`src/rtl/dma_chan_regs_pkg.sv`:
```
// Package: register offsets, channel state encoding and stream command
// decoding shared by the register unit and its channel slices.
package dma_chan_regs_pkg;

    localparam int OFFW = 8;     // register offset width
    localparam int NPTR = 5;     // descriptor pointer registers per channel
    localparam int CHSH = 13;    // channel window is 2**CHSH bytes
    localparam int SCW  = 10;    // meaningful stream command bits

    localparam logic [OFFW-1:0] OFF_DPTR  = 8'h00;
    localparam logic [OFFW-1:0] OFF_SDPTR = 8'h58;
    localparam logic [OFFW-1:0] OFF_SBUF  = 8'h5C;
    localparam logic [OFFW-1:0] OFF_GRP   = 8'h60;
    localparam logic [OFFW-1:0] OFF_GDOWN = 8'h7C;
    localparam logic [OFFW-1:0] OFF_CMD   = 8'h80;
    localparam logic [OFFW-1:0] OFF_CFG   = 8'h84;
    localparam logic [OFFW-1:0] OFF_STAT  = 8'h88;
    localparam logic [OFFW-1:0] OFF_MASK  = 8'h8C;
    localparam logic [OFFW-1:0] OFF_ACK   = 8'h90;
    localparam logic [OFFW-1:0] OFF_RAW   = 8'h94;
    localparam logic [OFFW-1:0] OFF_MSKD  = 8'h98;
    localparam logic [OFFW-1:0] OFF_SCMD  = 8'h9C;

    typedef enum logic [2:0] {
        ST_RESET = 3'b001,
        ST_STOP  = 3'b010,
        ST_RUN   = 3'b100
    } chan_state_e;

    // Offset of pointer register number idx.
    function automatic logic [OFFW-1:0] ptr_offset(input int idx);
        case (idx)
            0:       return OFF_DPTR;
            1:       return OFF_SDPTR;
            2:       return OFF_SBUF;
            3:       return OFF_GRP;
            default: return OFF_GDOWN;
        endcase
    endfunction

    // A stream command starts the channel on a context load, or on a
    // data-descriptor load that also asks for a burst.
    function automatic logic starts_channel(input logic [SCW-1:0] c);
        return c[9] | (c[8] & c[6] & c[5]);
    endfunction

endpackage

```
`src/rtl/dma_chan_regs_decode.sv`:
```
// Address decoder: splits the bus address into a channel index and a
// register offset. It accepts only full-word accesses to existing channels
// and produces a one-hot channel select for accepted requests.
// Assumes AW > 13 and NCH <= 2**(AW-13).
module dma_chan_regs_decode
    import dma_chan_regs_pkg::*;
#(
    parameter int NCH = 4,
    parameter int AW  = 16
) (
    input  logic             bus_valid,
    input  logic [AW-1:0]    bus_addr,
    input  logic [3:0]       bus_be,
    output logic             acc_ok,
    output logic             acc_err,
    output logic [NCH-1:0]   ch_sel,
    output logic [OFFW-1:0]  offset
);
    localparam int IDXW = AW - CHSH;

    logic [IDXW-1:0] ch_idx;
    logic            in_range;
    logic            full_word;
    logic            unused_alias;

    // Split the address into its fields.
    always_comb begin
        ch_idx       = bus_addr[AW-1:CHSH];
        offset       = bus_addr[OFFW-1:0];
        unused_alias = ^bus_addr[CHSH-1:OFFW];
    end

    // Classify the request as accepted or erroneous.
    always_comb begin
        in_range  = {1'b0, ch_idx} < (IDXW+1)'(NCH);
        full_word = (bus_be == 4'hF);
        acc_ok    = bus_valid & in_range & full_word;
        acc_err   = bus_valid & ~(in_range & full_word);
    end

    // One select line per channel.
    for (genvar g = 0; g < NCH; g++) begin : g_sel
        assign ch_sel[g] = acc_ok & (ch_idx == IDXW'(g));
    end

endmodule

```
`src/rtl/dma_chan_regs_chan.sv`:
```
// One channel slice: pointer, command, configuration, mask, raw interrupt
// and stream command registers; the one-hot channel state; the interrupt
// line; and the continue and stream strobes. Assumes sel is high only for an
// accepted full-word access to this channel, and that IW <= 32, SW <= 23.
module dma_chan_regs_chan
    import dma_chan_regs_pkg::*;
#(
    parameter int IW = 4,
    parameter int SW = 3
) (
    input  logic            clk,
    input  logic            rst_n,
    input  logic            sel,
    input  logic            wr,
    input  logic [OFFW-1:0] off,
    input  logic [31:0]     wdata,
    input  logic [IW-1:0]   evt_intr,
    input  logic            eol_flag,
    input  logic [SW-1:0]   src_code,
    output logic [31:0]     rdata,
    output logic            irq,
    output logic [2:0]      state,
    output logic            cont_pulse,
    output logic            scmd_pulse
);
    logic [31:0]     ptr_q [NPTR];
    logic            cmd_q;
    logic [1:0]      cfg_q;
    logic [IW-1:0]   mask_q;
    logic [IW-1:0]   raw_q;
    logic [SCW-1:0]  scmd_q;
    chan_state_e     state_q;
    chan_state_e     state_d;
    logic            cont_q;
    logic            scmd_pulse_q;
    logic            wr_hit;
    logic [IW-1:0]   ack_bits;
    logic [IW-1:0]   masked;

    assign wr_hit = sel & wr;

    // Pointer registers, one per map entry.
    for (genvar g = 0; g < NPTR; g++) begin : g_ptr
        always_ff @(posedge clk) begin
            if (!rst_n)
                ptr_q[g] <= '0;
            else if (wr_hit && off == ptr_offset(g))
                ptr_q[g] <= wdata;
        end
    end

    // Command, configuration, mask and stream command storage plus strobes.
    always_ff @(posedge clk) begin
        if (!rst_n) begin
            cmd_q        <= 1'b0;
            cfg_q        <= 2'b00;
            mask_q       <= '0;
            scmd_q       <= '0;
            cont_q       <= 1'b0;
            scmd_pulse_q <= 1'b0;
        end else begin
            cont_q       <= wr_hit && off == OFF_CMD;
            scmd_pulse_q <= wr_hit && off == OFF_SCMD;
            if (wr_hit && off == OFF_CMD)  cmd_q  <= wdata[0];
            if (wr_hit && off == OFF_CFG)  cfg_q  <= wdata[1:0];
            if (wr_hit && off == OFF_MASK) mask_q <= wdata[IW-1:0];
            if (wr_hit && off == OFF_SCMD) scmd_q <= wdata[SCW-1:0];
        end
    end

    // Bits the host acknowledges in this cycle.
    always_comb begin
        ack_bits = (wr_hit && off == OFF_ACK) ? wdata[IW-1:0] : '0;
    end

    // Sticky raw interrupts: acknowledge clears, new events win.
    always_ff @(posedge clk) begin
        if (!rst_n)
            raw_q <= '0;
        else
            raw_q <= (raw_q & ~ack_bits) | evt_intr;
    end

    // Next channel state from configuration writes and stream commands.
    always_comb begin
        state_d = state_q;
        if (wr_hit && off == OFF_CFG) begin
            if (!wdata[0])
                state_d = ST_RESET;
            else if (wdata[1])
                state_d = ST_STOP;
        end
        if (wr_hit && off == OFF_SCMD && starts_channel(wdata[SCW-1:0]))
            state_d = ST_RUN;
    end

    // Channel state register.
    always_ff @(posedge clk) begin
        if (!rst_n)
            state_q <= ST_RESET;
        else
            state_q <= state_d;
    end

    // Masked interrupts and the interrupt line.
    always_comb begin
        masked = raw_q & mask_q;
        irq    = |masked;
    end

    // Read multiplexer over the channel's register map.
    always_comb begin
        rdata = '0;
        case (off)
            OFF_CMD:  rdata[0]        = cmd_q;
            OFF_CFG:  rdata[1:0]      = cfg_q;
            OFF_STAT: begin
                rdata[2:0]      = state_q;
                rdata[5]        = eol_flag;
                rdata[8 +: SW]  = src_code;
            end
            OFF_MASK: rdata[IW-1:0]   = mask_q;
            OFF_RAW:  rdata[IW-1:0]   = raw_q;
            OFF_MSKD: rdata[IW-1:0]   = masked;
            OFF_SCMD: rdata[SCW-1:0]  = scmd_q;
            default: begin
                for (int k = 0; k < NPTR; k++)
                    if (off == ptr_offset(k)) rdata = ptr_q[k];
            end
        endcase
    end

    assign state      = state_q;
    assign cont_pulse = cont_q;
    assign scmd_pulse = scmd_pulse_q;


    state_onehot_chk: assert property (@(posedge clk) disable iff (!rst_n)
        $countones(state_q) == 1);


    cfg_reset_chk: assert property (@(posedge clk) disable iff (!rst_n)
        (wr_hit && off == OFF_CFG && !wdata[0]) |=> state_q == ST_RESET);


    ack_clear_chk: assert property (@(posedge clk) disable iff (!rst_n)
        (wr_hit && off == OFF_ACK && evt_intr == '0)
        |=> (raw_q & $past(wdata[IW-1:0])) == '0);


    cont_pulse_chk: assert property (@(posedge clk) disable iff (!rst_n)
        (wr_hit && off == OFF_CMD) |=> cont_pulse);


    start_run_chk: assert property (@(posedge clk) disable iff (!rst_n)
        (wr_hit && off == OFF_SCMD && wdata[9]) |=> state_q == ST_RUN);

endmodule

```
`src/rtl/dma_chan_regs.sv`:
```
// DMA channel register and interrupt unit, top level. It decodes bus
// requests, routes them to NCH channel slices, and returns a registered
// response one cycle later. It also holds the stream command code that goes
// with the stream strobes. Assumes one request per cycle and no back-pressure.
module dma_chan_regs
    import dma_chan_regs_pkg::*;
#(
    parameter int NCH = 4,
    parameter int AW  = 16,
    parameter int IW  = 4,
    parameter int SW  = 3
) (
    input  logic              clk,
    input  logic              rst_n,
    input  logic              bus_valid,
    input  logic              bus_write,
    input  logic [AW-1:0]     bus_addr,
    input  logic [3:0]        bus_be,
    input  logic [31:0]       bus_wdata,
    output logic              bus_rvalid,
    output logic [31:0]       bus_rdata,
    output logic              bus_err,
    input  logic [NCH*IW-1:0] evt_intr,
    input  logic [NCH-1:0]    eol_flag,
    input  logic [NCH*SW-1:0] src_code,
    output logic [NCH-1:0]    irq,
    output logic [NCH*3-1:0]  run_state,
    output logic [NCH-1:0]    cont_pulse,
    output logic [NCH-1:0]    scmd_pulse,
    output logic [SCW-1:0]    scmd_code
);
    logic            acc_ok;
    logic            acc_err;
    logic [NCH-1:0]  ch_sel;
    logic [OFFW-1:0] offset;
    logic [31:0]     ch_rdata [NCH];
    logic [31:0]     rd_mux;
    logic            rvalid_q;
    logic            err_q;
    logic [31:0]     rdata_q;
    logic [SCW-1:0]  code_q;

    dma_chan_regs_decode #(.NCH(NCH), .AW(AW)) u_decode (
        .bus_valid (bus_valid),
        .bus_addr  (bus_addr),
        .bus_be    (bus_be),
        .acc_ok    (acc_ok),
        .acc_err   (acc_err),
        .ch_sel    (ch_sel),
        .offset    (offset)
    );

    for (genvar g = 0; g < NCH; g++) begin : g_ch
        dma_chan_regs_chan #(.IW(IW), .SW(SW)) u_chan (
            .clk        (clk),
            .rst_n      (rst_n),
            .sel        (ch_sel[g]),
            .wr         (bus_write),
            .off        (offset),
            .wdata      (bus_wdata),
            .evt_intr   (evt_intr[g*IW +: IW]),
            .eol_flag   (eol_flag[g]),
            .src_code   (src_code[g*SW +: SW]),
            .rdata      (ch_rdata[g]),
            .irq        (irq[g]),
            .state      (run_state[g*3 +: 3]),
            .cont_pulse (cont_pulse[g]),
            .scmd_pulse (scmd_pulse[g])
        );
    end

    // Pick the read data of the selected channel (zero when none).
    always_comb begin
        rd_mux = '0;
        for (int i = 0; i < NCH; i++)
            if (ch_sel[i]) rd_mux = ch_rdata[i];
    end

    // Registered bus response and stream command code.
    always_ff @(posedge clk) begin
        if (!rst_n) begin
            rvalid_q <= 1'b0;
            err_q    <= 1'b0;
            rdata_q  <= '0;
            code_q   <= '0;
        end else begin
            rvalid_q <= bus_valid;
            err_q    <= acc_err;
            rdata_q  <= bus_write ? '0 : rd_mux;
            if (acc_ok && bus_write && offset == OFF_SCMD)
                code_q <= bus_wdata[SCW-1:0];
        end
    end

    assign bus_rvalid = rvalid_q;
    assign bus_err    = err_q;
    assign bus_rdata  = rdata_q;
    assign scmd_code  = code_q;


    rsp_follow_chk: assert property (@(posedge clk) disable iff (!rst_n)
        bus_valid |=> bus_rvalid);


    rsp_idle_chk: assert property (@(posedge clk) disable iff (!rst_n)
        !bus_valid |=> !bus_rvalid);


    subword_err_chk: assert property (@(posedge clk) disable iff (!rst_n)
        (bus_valid && bus_be != 4'hF) |=> (bus_err && bus_rdata == '0));


    scmd_code_chk: assert property (@(posedge clk) disable iff (!rst_n)
        (acc_ok && bus_write && offset == OFF_SCMD)
        |=> (scmd_code == $past(bus_wdata[SCW-1:0]) && $onehot0(scmd_pulse)));

endmodule

```
`config.mk`:
```
export PLATFORM = sky130hd
export DESIGN_NAME = dma_chan_regs
export DESIGN_NICKNAME = d
export VERILOG_FILES = /design/src/rtl/dma_chan_regs_pkg.sv /design/src/rtl/dma_chan_regs_decode.sv /design/src/rtl/dma_chan_regs_chan.sv /design/src/rtl/dma_chan_regs.sv
export SDC_FILE = /design/constraint.sdc
export NUM_CORES = 1
export LEC_CHECK = 0
export ABC_AREA = 0
export CORE_MARGIN = 5
export CORE_UTILIZATION = 70
export CTS_BUF_LIST = sky130_fd_sc_hd__clkbuf_8
export CTS_CLUSTER_DIAMETER = 60
export DETAILED_ROUTE_END_ITERATION = 6
export DONT_BUFFER_PORTS = 1
export PLACE_DENSITY = 0.86
export SLEW_MARGIN = 20
export SYNTH_ARGS = -nofsm -noshare
export SYNTH_HDL_FRONTEND = slang
export SYNTH_SLANG_ARGS = --single-unit
```
`constraint.sdc`:
```
create_clock -name clk -period 6.8 [get_ports clk]
set_clock_uncertainty 0.15 [all_clocks]
set_input_delay 0.68 -clock clk [delete_from_list [all_inputs] [get_ports clk]]
set_output_delay 0.68 -clock clk [all_outputs]
set_load 0.01 [all_outputs]
```
== Word level (Yosys, flattened, before mapping) ==
Memories as Yosys holds them, arrays and structs flattened.
Cells that the tools add are included.

* Register bits: 148
* Bits in writable memories: 640
* Input bits: 88
* Word-level logic and storage cells: 363
* Memories: 4

* $lt $le $gt $ge: 1
* Equal/unequal tests: 26
* Muxes and demuxes: 164
* Bitwise logic cells: 53
* Reductions and logical operators: 75

{| class="wikitable"
|+ Memories
! name !! depth !! width !! rd ports !! clocked after Yosys merged registers in !! write ports !! RTL line !! source
|-
| g_ch[0].u_chan.ptr_q || 5 || 32 || 5 || 0 || 5 || dma_chan_regs_chan.sv:26 || <nowiki>logic [31:0] ptr_q [NPTR];</nowiki>
|-
| g_ch[1].u_chan.ptr_q || 5 || 32 || 5 || 0 || 5 || dma_chan_regs_chan.sv:26 ||
|-
| g_ch[2].u_chan.ptr_q || 5 || 32 || 5 || 0 || 5 || dma_chan_regs_chan.sv:26 ||
|-
| g_ch[3].u_chan.ptr_q || 5 || 32 || 5 || 0 || 5 || dma_chan_regs_chan.sv:26 ||
|}

{| class="wikitable"
|+ Operators by type and width
! operator !! number
|-
| $mux W32 || 44
|-
| $mux W21 || 4
|-
| $eq A8 B8 Y1 const B || 8
|-
| $mux W1 || 61
|-
| $pmux W1 S7 || 8
|-
| $logic_and A1 B1 Y1 || 46
|-
| $eq A8 B8 Y1 || 5
|-
| $mux W8 || 5
|-
| $and A4 B4 Y4 || 8
|-
| $eq A8 B7 Y1 const B || 4
|-
| $mux W3 || 10
|-
| $pmux W1 S6 || 4
|-
| $pmux W2 S3 || 4
|-
| $or A1 B1 Y1 || 21
|-
| $pmux W1 S5 || 4
|-
| $mux W4 || 4
|-
| $not A4 Y4 || 4
|-
| $or A4 B4 Y4 || 4
|-
| $pmux W1 S2 || 8
|-
| $pmux W2 S2 || 4
|-
| $reduce_and A2 Y1 || 8
|-
| $reduce_or A4 Y1 || 4
|-
| $and A1 B1 Y1 || 14
|-
| $ne A3 B1 Y1 const B || 4
|-
| 15 further kinds || 29
|}

== Depth between registers and ports, before layout ==
* Word-level depth: 14
* Mapped depth: 10

== Cells and area by module ==
From an unflattened synthesis, not the netlist that was laid out.

* Cells, all modules: 3094
* Area total of the unflattened synthesis: 37198.2 µm²

{| class="wikitable"
|+ Modules (own cells, without submodules)
! module !! times used !! cells each !! area each (µm²)
|-
| dma_chan_regs_chan (g_ch[1].u_chan ...) || 3 || 696 || 8727.1
|-
| dma_chan_regs_chan (g_ch[0].u_chan) || 1 || 686 || 8435.6
|-
| dma_chan_regs || 1 || 302 || 2453.6
|-
| dma_chan_regs_decode || 1 || 18 || 127.6
|}

== Least setup slack after synthesis ==
No wires, ideal clock.

* Path kind: input-to-reg
* Start: in bus_addr[0]
* End: mem g_ch[0].u_chan.ptr_q[4][0], enable pin
* Library setup time: 466 ps
* Arrival: 4163 ps
* Data required time: 6184 ps
* Setup slack: 2021 ps
* Stages on the path: 7
* Buffers on the path: 3
* Cell sequence: buf_2 -> or3b_1 -> buf_2 -> nor2_1 -> nand2_1 -> clkbuf_1 -> o21ai_0

{| class="wikitable"
|+ RTL lines
! what !! RTL line !! source
|-
| start: declaration || dma_chan_regs.sv:17 || <nowiki>input logic [AW-1:0] bus_addr,</nowiki>
|-
| end: declaration || dma_chan_regs_chan.sv:26 ||
|}

==> results by group <==
Status
  • Status: complete, but fails checks
  • Failing checks: design-rule violations

Critical path
  • Setup CP Type: input port to register
  • WP buf/inv: 1
  • Worst path required time: roughly 7 ns
  • Critical path launch point type: input port
  • CP cell instances: and4_1 -> nand3_1 -> nor3_1 -> nand2_1 -> o21ai_4 -> buf_4
  • Delay-heaviest family, CP: simple AND/OR/NAND/NOR gates
  • Worst setup EP type: register
  • Critical Path Max Stage Delay: 1.15 ns
  • R2R setup slack: 4.47 ns
  • Crit-path slowest cell: o21ai_4
  • CP Max Fanout: 21
  • Worst EP arrival: around 4.6 ns

Clocking
  • Clock-pin slew on the worst setup and hold paths: approximately 0.06 ns
  • CTS Buffer Depth: 3
  • Hold buffers post-CTS: 64
  • H-tree depth: 3
  • Total CTS buffers: 120
  • Clock Latency Late Sink: around 0.75 ns
  • Clk sinks: roughly 790
  • CTS root buffer: clkbuf_8
  • Post-cts sizing count: 0
  • Post-CTS Setup Bufs: 0
  • TritonCTS clock tree: yes

Die
  • Die width: 232 µm
  • Core area: a little under 50000 µm²
  • Die Area: ~54000 µm²
  • Starting Density: 70.8%
  • Rows: 81
  • # IOs: ~160
  • Vert. Die Dim: 232 µm

Drt
  • Drt first pass iters: 7
  • Via density: about 7.1
  • Drt wl/cell: roughly 30 µm
  • Final ANT Viol Nets: 0
  • Final WL: between 100 and 150 mm
  • DR vias: 25.8k
  • Initial drt markers: 4557
  • # DRC: 16

STA
  • Final worst-path cycle share: 63.9%
  • Unrepaired setup endpoints after global routing: false
  • Max frequency: about 0.23 GHz
  • Hold WS: 0.0291 ns
  • Fin worst setup slack: 2.45 ns
  • Slew Viols, Final: 0
  • Slew margin rel.: between 10% and 20%
  • Measured slew at the worst slew-check pin: about 1.2 ns
  • Final Hold Fails: 0
  • Final setup viols: 0
  • Setup TNS: 0 ns
  • Fin crit period: between 4 and 5 ns

GRT
  • First-pass GRT wire length: about 160 mm
  • Largest net degree at the start of global routing: 99
  • Vias in the first global route: ~26k
  • Initial antenna violation count: 6
  • All-Layer GR Usage: approximately 40%
  • Total gr overflow: 0

Layout
  • Layout area overhead: 9.84%
  • Layout Nets: approximately 3k
  • Fraction of layout cells with a size suffix above 1: approximately a tenth

Placed design
  • Post-DP HPWL: between 50 and 60 mm
  • Placer Congestion: 0.926
  • PortBufs: 0
  • Pre-CTS setup slack: 2.01 ns

Synthesis
  • Distinct cells, synth: 68
  • Post-synth ARST share: 0%
  • Post-synth EDFFs: 640
  • Mapped Area: around 35000 µm²
  • Synth area leaders: edfxtp_1, and2_1, dfxtp_1, a22oi_1, a21oi_1
  • Post-synth top area cell: edfxtp_1
  • Gate Count Post-Synth: between 2k and 3k
  • Post-synth top area share: between 50% and 60%
  • Register area share after synthesis: 64.0%
  • Syn avg cell area: 11.8 µm²
  • Top_reg_cell synth: edfxtp_1
  • Syn_nets: slightly above 3k
  • Ys Warns: 0
  • Synth Register Bits: slightly below 800

Pwr
  • Peak supply drop: 0.190 mV
  • PwrDens: about 250 nW/µm²
  • Lkg Pwr: between 10 and 15 nW

Worst hold path
  • Hold Path Class: input port to register

Job
  • Max-Cap Viols: 0
[kinds of logic (layout without fill, tap and decap cells)]
family          after synthesis  after routing  share of synthesized area, %
simple gates               1093           1093                          17.5
buf+inv                     314            359                          3.85
other cells                   0              6                             0
flops                       788            788                          64.0
compound gates              704            704                          13.6
mux                          32             32                         0.965
[synthesized netlist by cell type (all sizes together), types with 4 or more instances]
cell type,number
and2,650
edfxtp,640
clkbuf,212
nand2,207
a21oi,205
a22oi,151
dfxtp,148
nor2,121
buf,89
o21ai,81
nand3,58
a221oi,56
a211oi,53
a222oi,38
a31oi,34
mux2i,30
o22ai,22
a21boi,13
inv,13
o21a,13
and3,10
nor3,7
nand4,6
o211ai,6
a21o,5
nor2b,5
nor4,5
a22o,4
and4bb,4
nand2b,4
[path summary, 6_finish.rpt]
kind / startpoint / to / cells past startpoint
max: bus_be[1] / g_ch[1].u_chan.ptr_q[1][12] / 6
min: bus_wdata[8] / g_ch[3].u_chan.ptr_q[2][8] / 1
max reg2reg: g_ch[1].u_chan.state[1] / bus_rdata[1] / 7
min reg2reg: g_ch[3].u_chan.scmd_q[0] / g_ch[3].u_chan.scmd_q[0] / 2
[final cells by class]
cell class	count	area (µm²)
flip-flops and latches	788	22200
multi-input cells	1829	11500
fillers	2800	10900
clock buffers	134	1840
repair buffers	121	1130
well taps	664	831
clock inverters	91	507
inverters	13	48.8
diodes	6	15.0
[per-stage QoR]
step           cells  utilization (%)  instance area (µm²)  power (mW)
4_1_cts         3640             77.7                38000        9.63
3_3_place_gp    3351             71.5                35000        5.77
3_5_place_dp    3351             71.5                35000        5.80
6_report        3646             77.7                38000        9.68
5_1_grt         3643             77.7                38000        9.91
2_1_floorplan   2931                -                34600        5.74
[report_power, final]
group | switching (mW) | leakage (nW) | internal, mW | total (mW)
combinational | 0.250 | 4.17 | 0.0824 | 0.332
sequential | 0.0727 | 7.27 | 5.40 | 5.47
clock | 1.88 | 1.36 | 1.99 | 3.87
[state kept, by name (all words and copies together), names as in the netlist]
register,cells
g_ch.u_chan.raw_q,16
bus_rdata,32
g_ch.u_chan.cmd_q,4
g_ch.u_chan.scmd_q,40
g_ch.u_chan.ptr_q,640
scmd_code,10
g_ch.u_chan.scmd_pulse,4
g_ch.u_chan.state,12
g_ch.u_chan.cont_pulse,4
bus_err,1
bus_rvalid,1
g_ch.u_chan.mask_q,16
g_ch.u_chan.cfg_q,8
[layout by cell type (no fill, tap or decap), drive strengths merged, types with 7 or more instances in the layout]
master / Yosys / routed
a211oi: 53 / 53
a21boi: 13 / 13
a21oi: 205 / 205
a221oi: 56 / 56
a222oi: 38 / 38
a22oi: 151 / 151
a31oi: 34 / 34
and2: 650 / 650
and3: 10 / 10
buf: 89 / 61
clkbuf: 212 / 134
clkinv: 0 / 47
dfxtp: 148 / 148
dlygate4sd3: 0 / 60
edfxtp: 640 / 640
inv: 13 / 52
mux2i: 30 / 30
nand2: 207 / 207
nand3: 58 / 58
nor2: 121 / 121
nor3: 7 / 7
o21a: 13 / 13
o21ai: 81 / 81
o22ai: 22 / 22
[layer usage]
layer  up-vias  part of all wire [%]  track usage, %
met4         2                   6.8            22.8
li1      10600                     -               -
met1     12200                    32            50.3
met5         -                 0.012               0
met3       550                    16            12.0
met2      2538                    46            62.1
(Power assumes the default switching activity.)
